<file path="src/rtl/crf_pkg.sv">
package crf_pkg;
    // Cell geometry and the slot phases that order the work for each column.
    localparam int CELL       = 8;
    localparam int CELL_LOG   = 3;
    localparam logic [2:0] PH_FETCH   = 3'd0;
    localparam logic [2:0] PH_CAPTURE = 3'd1;
    localparam logic [2:0] PH_GLYPH   = 3'd2;
    localparam logic [2:0] PH_LOAD    = 3'd7;
endpackage

</file>
<file path="src/rtl/crf_timing.sv">
module crf_timing
    import crf_pkg::*;
#(
    parameter int COLS       = 40,
    parameter int ROWS       = 25,
    parameter int H_OFS      = 8,
    parameter int STALL_LEAD = 3,
    parameter int HW         = 9,
    parameter int VW         = 9,
    parameter int COLW       = 6,
    parameter int ROWW       = 5
) (
    input  logic [HW-1:0]   hcount,
    input  logic [VW-1:0]   vcount,
    output logic            vis_line,
    output logic            first_line,
    output logic            slot_valid,
    output logic [COLW-1:0] slot,
    output logic [2:0]      phase,
    output logic [ROWW-1:0] row,
    output logic            stall_win
);
    localparam int SLW = HW - CELL_LOG;
    localparam logic [HW-1:0] H_FIRST   = HW'(H_OFS);
    localparam logic [HW-1:0] H_STALL0  = HW'(H_OFS - STALL_LEAD);
    localparam logic [HW-1:0] H_LASTFET = HW'(H_OFS + CELL * (COLS - 1));
    localparam logic [VW-1:0] V_VIS     = VW'(ROWS * CELL);
    localparam logic [SLW-1:0] SL_COLS  = SLW'(COLS);

    logic [HW-1:0]  h_rel;
    logic [SLW-1:0] slot_num;
    logic [VW-1:0]  v_row;

    always_comb begin
        h_rel      = hcount - H_FIRST;
        slot_num   = h_rel[HW-1:CELL_LOG];
        slot_valid = (hcount >= H_FIRST) && (slot_num < SL_COLS);
        slot       = slot_num[COLW-1:0];
        phase      = hcount[2:0];
        vis_line   = vcount < V_VIS;
        first_line = vis_line && (vcount[2:0] == 3'd0);
        v_row      = vcount >> CELL_LOG;
        row        = v_row[ROWW-1:0];
        stall_win  = first_line && (hcount >= H_STALL0) && (hcount <= H_LASTFET);
    end
endmodule

</file>
<file path="src/rtl/crf_line_buf.sv">
module crf_line_buf #(
    parameter int COLS  = 40,
    parameter int IDX_W = 8,
    parameter int COLW  = 6
) (
    input  logic             clk,
    input  logic             rst_n,
    input  logic             wr_en,
    input  logic [COLW-1:0]  wr_col,
    input  logic [IDX_W-1:0] wr_code,
    input  logic [COLW-1:0]  rd_col,
    output logic [IDX_W-1:0] rd_code
);
    logic [IDX_W-1:0] code_q [COLS];
    logic [IDX_W-1:0] code_d [COLS];

    // One entry per column, each with its own write select.
    for (genvar g = 0; g < COLS; g++) begin : g_entry
        always_comb begin
            code_d[g] = code_q[g];
            if (wr_en && (wr_col == COLW'(g))) begin
                code_d[g] = wr_code;
            end
        end

        always_ff @(posedge clk or negedge rst_n) begin
            if (!rst_n) begin
                code_q[g] <= '0;
            end else begin
                code_q[g] <= code_d[g];
            end
        end
    end

    always_comb begin
        rd_code = '0;
        for (int i = 0; i < COLS; i++) begin
            if (rd_col == COLW'(i)) begin
                rd_code = code_q[i];
            end
        end
    end
endmodule

</file>
<file path="src/rtl/crf_shifter.sv">
module crf_shifter #(
    parameter int PIX_W = 8
) (
    input  logic             clk,
    input  logic             rst_n,
    input  logic             load,
    input  logic [PIX_W-1:0] load_bits,
    output logic             pix
);
    logic [PIX_W-1:0] sh_d, sh_q;

    always_comb begin
        if (load) begin
            sh_d = load_bits;
        end else begin
            sh_d = {sh_q[PIX_W-2:0], 1'b0};
        end
    end

    always_ff @(posedge clk or negedge rst_n) begin
        if (!rst_n) begin
            sh_q <= '0;
        end else begin
            sh_q <= sh_d;
        end
    end

    assign pix = sh_q[PIX_W-1];
endmodule

</file>
<file path="src/rtl/char_row_fetch.sv">
module char_row_fetch
    import crf_pkg::*;
#(
    parameter int COLS       = 40,
    parameter int ROWS       = 25,
    parameter int H_TOTAL    = 400,
    parameter int V_TOTAL    = 262,
    parameter int H_OFS      = 8,
    parameter int STALL_LEAD = 3,
    parameter int AW         = 16,
    parameter int IDX_W      = 8,
    localparam int HW        = $clog2(H_TOTAL),
    localparam int VW        = $clog2(V_TOTAL),
    localparam int GW        = IDX_W + CELL_LOG
) (
    input  logic             clk,
    input  logic             rst_n,
    input  logic [HW-1:0]    hcount,
    input  logic [VW-1:0]    vcount,
    input  logic [AW-1:0]    base_addr,
    output logic             mem_req,
    output logic [AW-1:0]    mem_addr,
    input  logic             mem_gnt,
    input  logic [IDX_W-1:0] mem_rdata,
    output logic             cpu_stall,
    output logic [GW-1:0]    glyph_addr,
    input  logic [CELL-1:0]  glyph_data,
    output logic             pixel_out
);
    localparam int COLW = $clog2(COLS);
    localparam int ROWW = $clog2(ROWS);

    typedef struct packed {
        logic            fetch_pend;
        logic            gnt_pend;
        logic [COLW-1:0] col_pend;
        logic [GW-1:0]   gaddr;
    } crf_state_t;

    crf_state_t st_d, st_q;

    logic            vis_line, first_line, slot_valid, stall_win;
    logic [COLW-1:0] slot;
    logic [2:0]      phase;
    logic [ROWW-1:0] row;
    logic [IDX_W-1:0] buf_wcode, buf_rcode;
    logic            sh_load;
    logic [CELL-1:0] sh_bits;

    crf_timing #(
        .COLS(COLS), .ROWS(ROWS), .H_OFS(H_OFS), .STALL_LEAD(STALL_LEAD),
        .HW(HW), .VW(VW), .COLW(COLW), .ROWW(ROWW)
    ) u_timing (
        .hcount(hcount), .vcount(vcount), .vis_line(vis_line),
        .first_line(first_line), .slot_valid(slot_valid), .slot(slot),
        .phase(phase), .row(row), .stall_win(stall_win)
    );

    crf_line_buf #(
        .COLS(COLS), .IDX_W(IDX_W), .COLW(COLW)
    ) u_line_buf (
        .clk(clk), .rst_n(rst_n), .wr_en(st_q.fetch_pend),
        .wr_col(st_q.col_pend), .wr_code(buf_wcode),
        .rd_col(slot), .rd_code(buf_rcode)
    );

    crf_shifter #(
        .PIX_W(CELL)
    ) u_shifter (
        .clk(clk), .rst_n(rst_n), .load(sh_load),
        .load_bits(sh_bits), .pix(pixel_out)
    );

    always_comb begin
        st_d = st_q;

        // Index fetch: one read per column slot on the row's first line.
        mem_req   = first_line && slot_valid && (phase == PH_FETCH);
        mem_addr  = base_addr + (AW'(row) * AW'(COLS)) + AW'(slot);
        cpu_stall = stall_win;

        st_d.fetch_pend = mem_req;
        st_d.gnt_pend   = mem_gnt;
        st_d.col_pend   = slot;

        // Refused request leaves a blank code in its column.
        buf_wcode = st_q.gnt_pend ? mem_rdata : '0;

        // Glyph address from the stored code and the line within the cell.
        if (vis_line && slot_valid && (phase == PH_GLYPH)) begin
            st_d.gaddr = {buf_rcode, vcount[CELL_LOG-1:0]};
        end

        sh_load = (phase == PH_LOAD);
        sh_bits = (vis_line && slot_valid) ? glyph_data : '0;
    end

    always_ff @(posedge clk or negedge rst_n) begin
        if (!rst_n) begin
            st_q <= '0;
        end else begin
            st_q <= st_d;
        end
    end

    assign glyph_addr = st_q.gaddr;
endmodule

</file>
<file path="config.mk">
export PLATFORM = sky130hd
export DESIGN_NAME = char_row_fetch
export DESIGN_NICKNAME = d
export VERILOG_FILES = /design/src/rtl/crf_pkg.sv /design/src/rtl/crf_timing.sv /design/src/rtl/crf_line_buf.sv /design/src/rtl/crf_shifter.sv /design/src/rtl/char_row_fetch.sv
export SDC_FILE = /design/constraint.sdc
export NUM_CORES = 1
export LEC_CHECK = 0
export ABC_AREA = 1
export BUFFER_PORTS_ARGS = -buffer_cell sky130_fd_sc_hd__buf_2
export CAP_MARGIN = 20
export CORE_MARGIN = 3
export CORE_UTILIZATION = 50
export DETAILED_ROUTE_END_ITERATION = 10
export HOLD_SLACK_MARGIN = 0.06
export PLACE_DENSITY_LB_ADDON = 0.15
export SYNTH_ARGS = -nofsm -noshare
export SYNTH_HDL_FRONTEND = slang
export SYNTH_SLANG_ARGS = --single-unit
</file>
<file path="constraint.sdc">
create_clock -name clk -period 5.73 [get_ports clk]
set_input_delay 0.8595 -clock clk [delete_from_list [all_inputs] [get_ports clk]]
set_output_delay 0.8595 -clock clk [all_outputs]
set_load 0.02 [all_outputs]
</file>
Yosys cells after proc, flatten, opt, wreduce, memory -nomap -nowiden. Cells that the tools add are included.

$add $sub $neg: 3. Equality and inequality tests: 80. Reductions and logical operators: 52. $lt $le $gt $ge: 5. Muxes and demuxes: 43. Multiply operators: 1.

Operators by type and width (number): two-way mux 8 bit (43); equality test 6 x 5 -> 1 bit, second input constant (32); equality test 6 x 4 -> 1 bit, second input constant (16); equality test 6 bit, second input constant (16); equality test 6 x 3 -> 1 bit, second input constant (8); logical AND 1 bit (48); equality test 6 x 2 -> 1 bit, second input constant (4); adder 16 x 11 -> 16 bit (1); adder 16 x 6 -> 16 bit (1); equality test 6 x 1 -> 1 bit, second input constant (2); zero test 6 bit (2); greater-or-equal comparator 9 x 3 -> 1 bit, second input constant (1); greater-or-equal comparator 9 x 4 -> 1 bit, second input constant (1); less-or-equal comparator 9 bit, second input constant (1); less-than comparator 9 x 8 -> 1 bit, second input constant (1); subtractor 9 x 4 -> 9 bit, second input constant (1); multiplier 5 x 3 -> 8 bit, second input constant (1); zero test 3 bit (2); less-than comparator 6 bit, second input constant (1); equality test 3 x 2 -> 1 bit, second input constant (1); equality test 3 bit, second input constant (1).

Input bits: 53. Output and inout bits: 30. Flip-flop bits (word level): 347.

Longest topological paths before layout. Gate-level depths: netlist of the first run.

Depth in word-level cells: 42. Gate-level depth with buffers: 51. Gate-level depth less buffers: 50.

Modules after synthesis. A second synthesis of the first run with hierarchy kept.

Cells, all modules: 2162. Area total of the unflattened synthesis: 17038.8 sq um.

By module, submodules not included: crf_line_buf (cells each 1810, sequential area each 8007.7 sq um, area each 14461.4 sq um, instances 1); char_row_fetch (cells each 260, sequential area each 475.5 sq um, area each 1955.6 sq um, instances 1); crf_timing (cells each 59, sequential area each 0.0 sq um, area each 320.3 sq um, instances 1); crf_shifter (cells each 33, sequential area each 200.2 sq um, area each 301.5 sq um, instances 1).

Worst setup path before layout of the first run. Ideal clock, no wire load.

Kind: input-to-output. Start point: input hcount[3]. End point: output mem_addr[15]. Setup slack: 0.802 ns. Data arrival time: 4.068 ns. Required time: 4.871 ns. Stages: 17. Cells stage by stage: inv_1 -> ha_1 -> buf_2 -> nand2_2 -> xor2_4 -> fa_1 -> ha_1 -> a21oi_1 -> o21ai_0 -> nand3_1 -> nand2_1 -> a21oi_1 -> o21bai_1 -> nand2_1 -> a21boi_0 -> nand3_1 -> xnor2_1.

Word-level cells in the longest chain between the ends: 2.

Ends and longest elaborated chain: from (decl) (RTL line char_row_fetch.sv:18) `input logic [HW-1:0] hcount,`; subtractor 9 x 4 -> 9 bit (RTL line crf_timing.sv:35) `h_rel = hcount - H_FIRST;`; net slot[4] (RTL line char_row_fetch.sv:43) `logic [COLW-1:0] slot;`; adder 16 x 6 -> 16 bit (RTL line char_row_fetch.sv:79) `mem_addr = base_addr + (AW'(row) * AW'(COLS)) + AW'(slot);`; to (decl) (RTL line char_row_fetch.sv:22) `output logic [AW-1:0] mem_addr,`.

The timed path passes the listed nets, and every way through them passes these cells.

Worst setup path after layout of the first run.
Start point: input hcount[3]. End point: output mem_addr[14].

Same word-level chain as after synthesis.

==> metrics.csv, run 1 <==
stage;metric;value;unit
status;status;finished, final reports clean;
setup_path;Worst setup SP type;primary input;
power_and_ir_drop;pwr dens;302;nW/µm²
setup_path;critical path's slowest cell;ha_1;
drt;DR vias;14959;
placed_design;RD Place Congestion;0.898;
setup_path;Critical Path RT;4.87;ns
clock_network;clock-pin slew on the worst setup and hold paths;0.05;ns
placed_design;hpwl dp;31500;µm
sta;final setup vio count;0;
setup_path;crit path max fanout;7;
setup_path;crit path capture type;output port;
sta;slew margin rel.;29.1;%
hold_path;HP Class;primary input to asynchronous set/reset pin;
logic_synthesis;post-synthesis sequential area ratio;48.8;%
clock_network;H-tree Lvls;2;
drt;Routed Antenna Nets;0;
floorplanning;DIE WIDTH;195;µm
cells_and_area;ant diodes;0;
sta;f_max;0.187;GHz
clock_network;worst skew pair latency;0.55;ns
logic_synthesis;EDFF count, synth;0;
sta;Final period util;93.2;%
drt;Routed WL;46400;µm
setup_path;crit-path cells;buf_2, inv_1, ha_1, buf_4, xnor2_2, inv_2, ha_1, ha_1, a21oi_1, inv_1, a31oi_1, o21ai_0, nand3_1, nand2_1, a21oi_1, o21bai_1, a21oi_1, o21ai_0, nand3_1, xnor2_1, buf_2;
floorplanning;Die Height;195;µm
global_routing;Total GRT Usage;24.7;%
sta;RSZ-0062 raised after global routing;false;
drt;drt pass-1 iters;5;
sta;Final min period;5.34;ns
clock_network;hold_buf cts;0;
logic_synthesis;Post-Syn Instances;2363;
drt;drt wl/cell;16.2;µm
logic_synthesis;post-synthesis net count;2451;
setup_path;Max stage delay on crit path;0.36;ns
cells_and_area;Nets;2476;
power_and_ir_drop;worst vdd ir;0.265;mV
cells_and_area;final non-filler cell area;19800;µm²
floorplanning;Die ar.;37900;µm²
power_and_ir_drop;Leakage;10.1;nW
sta;Final Hold Fails;0;
global_routing;first-pass GRT wire length;76700;µm
drt;Vias/cell;5.22;
clock_network;Num CTS Buffers;40;
logic_synthesis;#FFs+latches synth;347;
logic_synthesis;Synth cell types;44;
logic_synthesis;Async S/R FF share, synth;100;%
sta;Worst Tran Pin Value;1.06;ns
sta;Worst Clk Skew;0.0235;ns
logic_synthesis;Post-Syn Area;17800;µm²
clock_network;Resize count post-CTS;0;
logic_synthesis;Ys Warns;0;
clock_network;CTS tree;done;
global_routing;initial antenna violation count;0;
clock_network;CTS Sinks;347;
global_routing;grt ovf;0;
sta;setup TNS;0;ns
setup_path;kind of critical path;primary input to output port;
cells_and_area;Area Overhead vs Synth;11.3;%
clock_network;post-CTS setup buffers;0;
power_and_ir_drop;Overall Power;5.98;mW
cells_and_area;final core utilization;56.8;%
placed_design;DP Area;18400;µm²
run;max_cap viols;0;
global_routing;largest net degree at the start of global routing;135;
cells_and_area;commonest non-fill, non-tap cell in the layout;nand2_1;
cells_and_area;most frequent cells in the layout;nand2_1 (906), o21ai_0 (389), dfrtp_1 (347), inv_1 (203), nor2_1 (107);
drt;Iter 0 DRT Violations;1329;
floorplanning;Rows;68;
floorplanning;IO Pins;83;
floorplanning;initial core utilization;51.1;%
global_routing;vias in the first global route;14289;
setup_path;CP arrival;4.48;ns
clock_network;clock buffer depth;3;
sta;Max Slew Vio Count;0;
logic_synthesis;Avg Inst Size Synth;7.52;µm²
floorplanning;Core ar.;34800;µm²
drt;drc violations;0;
placed_design;Port Buf Inserts;82;
cells_and_area;layout cell share with drive strength beyond 1;9.90;%
logic_synthesis;Most used DFF post-synth;dfrtp_1;
clock_network;Root Buffer;clkbuf_16;
==> layout make-up <==
cell class              instances  area [µm²]
inverters                     220         827
clock buffers                  52        1140
well taps                     455         569
fillers                      3241       15000
repair buffers                101         579
clock inverters                15         236
multi-input cells            1678        7750
flip-flops and latches        347        8680
==> sequential cells by signal (all words and copies together) (netlist names) <==
signal / count
st_q: 8
u_line_buf.code_q: 320
u_shifter.sh_q: 8
glyph_addr: 11
==> per-layer routing <==
layer,global-route usage [%],part of all wire [%],up-vias
met2,38.5,45,366
met5,0,0,-
li1,-,-,7459
met3,3.26,4.8,75
met4,6.97,2.1,0
met1,36.5,48,7059
==> metrics by stage <==
step                instances  setup WS (ns)  hold slack [ns]
global route             2868         0.0761            0.405
global placement         2800          0.442            0.440
CTS                      2868          0.426            0.385
detailed placement       2801          0.402            0.448
finish                   2868          0.389            0.357
floorplan                2363          0.802            0.430
==> path summary, 6_finish.rpt <==
| check | endpoint | slack [ns] | startpoint | depth (start not counted) |
|---|---|---|---|---|
| min | u_line_buf.code_q[43]$_DFFE_PN0P_ | 0.36 | rst_n | 1 |
| max | mem_addr[14] | 0.39 | hcount[3] | 21 |
| min reg2reg | u_shifter.sh_q[3]$_DFF_PN0_ | 0.46 | u_shifter.sh_q[2]$_DFF_PN0_ | 2 |
| max in group asynchronous | u_line_buf.code_q[116]$_DFFE_PN0P_ | 4.02 | rst_n | 2 |
| max reg2reg | glyph_addr[3]$_DFFE_PN0P_ | 2.44 | u_line_buf.code_q[296]$_DFFE_PN0P_ | 39 |
| min in group clk | st_q[17]$_DFF_PN0_ | 0.42 | mem_gnt | 1 |
==> report_power, final <==
| group | switching (mW) | internal [mW] |
|---|---|---|
| Sequential | 0.0264 | 2.49 |
| Combinational | 0.527 | 0.234 |
| Clock | 1.03 | 1.66 |
==> critical path: cells and delay by family <==
kind / cells / cell delay (ns)
compound gates: 7 / 1.13
fa+ha+maj: 3 / 0.86
buf+inv: 6 / 0.79
xor+xnor: 2 / 0.46
simple gates: 3 / 0.37
==> cells in the mapped netlist (3+ instances only) <==
master / n / area, µm²
inv_2: 13 / 48.8
xor2_1: 10 / 87.6
nand2_2: 8 / 50.1
o21ai_1: 8 / 40.0
a21oi_1: 39 / 195
buf_2: 11 / 55.1
nand3b_1: 3 / 22.5
nand2_4: 4 / 45.0
buf_6: 4 / 45.0
nand2_1: 914 / 3430
fa_1: 5 / 100
or2_2: 27 / 169
dfrtp_1: 347 / 8680
clkinv_1: 3 / 11.3
inv_1: 203 / 762
nor2_4: 5 / 56.3
buf_4: 14 / 105
nor2_2: 4 / 25.0
nor2_1: 107 / 402
nand4_1: 16 / 100
nand3_1: 69 / 345
xnor2_1: 5 / 43.8
nor3_1: 12 / 60.1
or2_1: 4 / 25.0
o21ai_0: 389 / 1950
clkbuf_1: 88 / 330
ha_1: 30 / 375
==> kinds of logic after synthesis <==
logic type	count (synthesis)	synth area share, %
simple gates	1180	27.1
buf+inv	338	7.69
flops	347	48.8
xor+xnor	17	0.985
fa+ha+maj	35	2.67
compound gates	446	12.7
No activity file was read; power rests on OpenSTA's default activity.
==> run 2, diff against run 1 <==
--- a/config.mk
+++ b/config.mk
@@ -12,7 +12,8 @@
 export CORE_UTILIZATION = 50
 export DETAILED_ROUTE_END_ITERATION = 10
 export HOLD_SLACK_MARGIN = 0.06
-export PLACE_DENSITY_LB_ADDON = 0.15
+export PLACE_DENSITY_LB_ADDON = 0.05
+export SKIP_LAST_GASP = 1
 export SYNTH_ARGS = -nofsm -noshare
 export SYNTH_HDL_FRONTEND = slang
 export SYNTH_SLANG_ARGS = --single-unit
==> run 2 against run 1 <==
  * Die area unchanged
  * Combinational power up 2%
  * Sequential power about the same
  * Sequential share of layout area down 0.16 points
==> metrics.csv, run 2 (same netlist as run 1, synthesis figures left out) <==
stage;metric;value;unit;change
run;max_cap viols;0;;unchanged
sta;Worst Tran Pin Value;1.09;ns;+0.0255 ns
floorplanning;Rows;68;;unchanged
cells_and_area;final core utilization;57.1;%;+0.21 points
power_and_ir_drop;Overall Power;5.90;mW;-1.3%
setup_path;Critical Path RT;4.87;ns;about the same
cells_and_area;Multi-input gate area;7750;µm²;about the same
placed_design;Placed Cells;2804;;+0.11%
floorplanning;DIE WIDTH;195;µm;unchanged
sta;Worst Setup Slack, final;0.386;ns;-0.00288 ns
setup_path;FF-to-FF path depth;41;;+5.1%
cells_and_area;sequential cell area;8680;µm²;unchanged
drt;drt pass-1 iters;5;;unchanged
clock_network;worst skew pair latency;0.54;ns;about the same
global_routing;largest net degree at the start of global routing;122;;-9.6%
hold_path;HP Class;primary input to asynchronous set/reset pin;;
sta;final setup vio count;0;;unchanged
sta;Final min period;5.34;ns;+0.00288 ns
placed_design;hpwl dp;32500;µm;+3.4%
global_routing;first-pass GRT wire length;79300;µm;+3.4%
power_and_ir_drop;pwr dens;297;nW/µm²;-1.7%
sta;f_max;0.187;GHz;about the same
drt;drt wl/cell;16.9;µm;+4.5%
floorplanning;initial core utilization;51.1;%;unchanged
global_routing;Total GRT Usage;25.8;%;+1.1 points
drt;Iter 0 DRT Violations;1107;;-17%
drt;DR vias;15037;;+0.52%
cells_and_area;layout cell share with drive strength beyond 1;10.2;%;+0.30 points
sta;Worst Clk Skew;0.0124;ns;-0.0111 ns
clock_network;H-tree Lvls;2;;unchanged
floorplanning;Die ar.;37900;µm²;unchanged
sta;slew margin rel.;27.4;%;-1.7 points
drt;drc violations;0;;unchanged
setup_path;CP arrival;4.48;ns;about the same
floorplanning;IO Pins;83;;unchanged
sta;Max Slew Vio Count;0;;unchanged
sta;Final Hold Fails;0;;unchanged
setup_path;crit path capture type;output port;;
floorplanning;Die Height;195;µm;unchanged
power_and_ir_drop;worst vdd ir;0.337;mV;+27%
sta;setup TNS;0;ns;unchanged
placed_design;RD Place Congestion;0.850;;-5.3%
placed_design;Port Buf Inserts;82;;unchanged
clock_network;Num CTS Buffers;40;;unchanged
setup_path;crit path max fanout;7;;unchanged
clock_network;clock-pin slew on the worst setup and hold paths;0.06;ns;about the same
cells_and_area;commonest non-fill, non-tap cell in the layout;nand2_1;;
cells_and_area;max reg flops;320;;unchanged
floorplanning;Core ar.;34800;µm²;unchanged
clock_network;CTS Sinks;347;;unchanged
setup_path;Worst setup SP type;primary input;;
placed_design;Post-Place Worst Slack;0.270;ns;-0.133 ns
clock_network;CTS tree;done;;
cells_and_area;most frequent cells in the layout;nand2_1 (906), o21ai_0 (389), dfrtp_1 (347), inv_1 (203), nor2_1 (107);;
setup_path;kind of critical path;primary input to output port;;
cells_and_area;ant diodes;0;;unchanged
drt;Vias/cell;5.23;;+0.24%
clock_network;clock buffer depth;3;;unchanged
power_and_ir_drop;Leakage;10.1;nW;+0.31%
cells_and_area;Largest Register;u_line_buf.code_q;;
cells_and_area;Nets;2484;;+0.32%
status;status;finished, final reports clean;;
sta;RSZ-0062 raised after global routing;false;;
clock_network;Root Buffer;clkbuf_16;;
cells_and_area;Area Overhead vs Synth;11.7;%;
global_routing;grt ovf;0;;unchanged
cells_and_area;Layout Cells excl Fill;2876;;+0.28%
global_routing;initial antenna violation count;0;;unchanged
sta;Final period util;93.3;%;about the same
cells_and_area;fill cell count;3329;;+2.7%
drt;Routed WL;48600;µm;+4.8%
global_routing;vias in the first global route;14355;;+0.46%
drt;Routed Antenna Nets;0;;unchanged
## run 2: critical path, cell delays in order
cell and delay [ns]:
buf_2 0.13, inv_1 0.21, ha_2 0.35, nand2_2 0.12
xor2_4 0.27, fa_1 0.48, ha_1 0.34, nand2_1 0.06
o21ai_0 0.31, nand3_1 0.12, nand2_1 0.12, a21oi_1 0.07
o21bai_1 0.21, a21oi_1 0.09, o21ai_0 0.26, nand3_1 0.13
xnor2_1 0.16, buf_2 0.19
## run 2: what timing repair did
action	CTS	global route
gates resized for setup	0	1
setup endpoints to repair	0	2
buffers inserted	0	0
hold buffers	0	0
endpoints found under the hold margin	0	0
## run 2: worst paths after layout
kind / slack [ns] / end / startpoint
max in group asynchronous: 4.22 / u_line_buf.code_q[177]$_DFFE_PN0P_ / rst_n
min in group clk: 0.43 / st_q[17]$_DFF_PN0_ / mem_gnt
max: 0.39 / mem_addr[14] / hcount[3]
min reg2reg: 0.45 / u_shifter.sh_q[5]$_DFF_PN0_ / u_shifter.sh_q[4]$_DFF_PN0_
max reg2reg: 2.43 / glyph_addr[6]$_DFFE_PN0P_ / u_line_buf.code_q[299]$_DFFE_PN0P_
min: 0.30 / u_line_buf.code_q[14]$_DFFE_PN0P_ / rst_n
## run 2: layout make-up
cell class,instances,share of cell area [%]
Clock buffer,56,5.90
Timing Repair Buffer,109,3.49
Sequential cell,347,43.7
Inverter,220,4.17
Tap cell,455,2.87
Multi-Input combinational cell,1678,39.0
Clock inverter,11,0.807
## run 2: per-stage QoR
step / hold slack [ns] / cell area (µm²)
floorplan: 0.430 / 17800
global placement: 0.436 / 18400
detailed placement: 0.445 / 18400
CTS: 0.320 / 19800
global route: 0.354 / 19900
finish: 0.301 / 19900
## run 2: metal layers
layer  part of all wire [%]  global-route usage (%)  vias up
li1                       -                       -     7499
met1                     49                    39.2     7141
met2                     44                    39.7      337
met3                    4.8                    3.28       60
met4                    1.8                    5.77        0
met5                      0                       0        -
## run 2: power by group
group | switching, mW | total (mW) | internal, mW
Sequential | 0.0309 | 2.52 | 2.49
Combinational | 0.532 | 0.774 | 0.241
Clock | 1.01 | 2.60 | 1.60
Total | 1.57 | 5.90 | 4.33
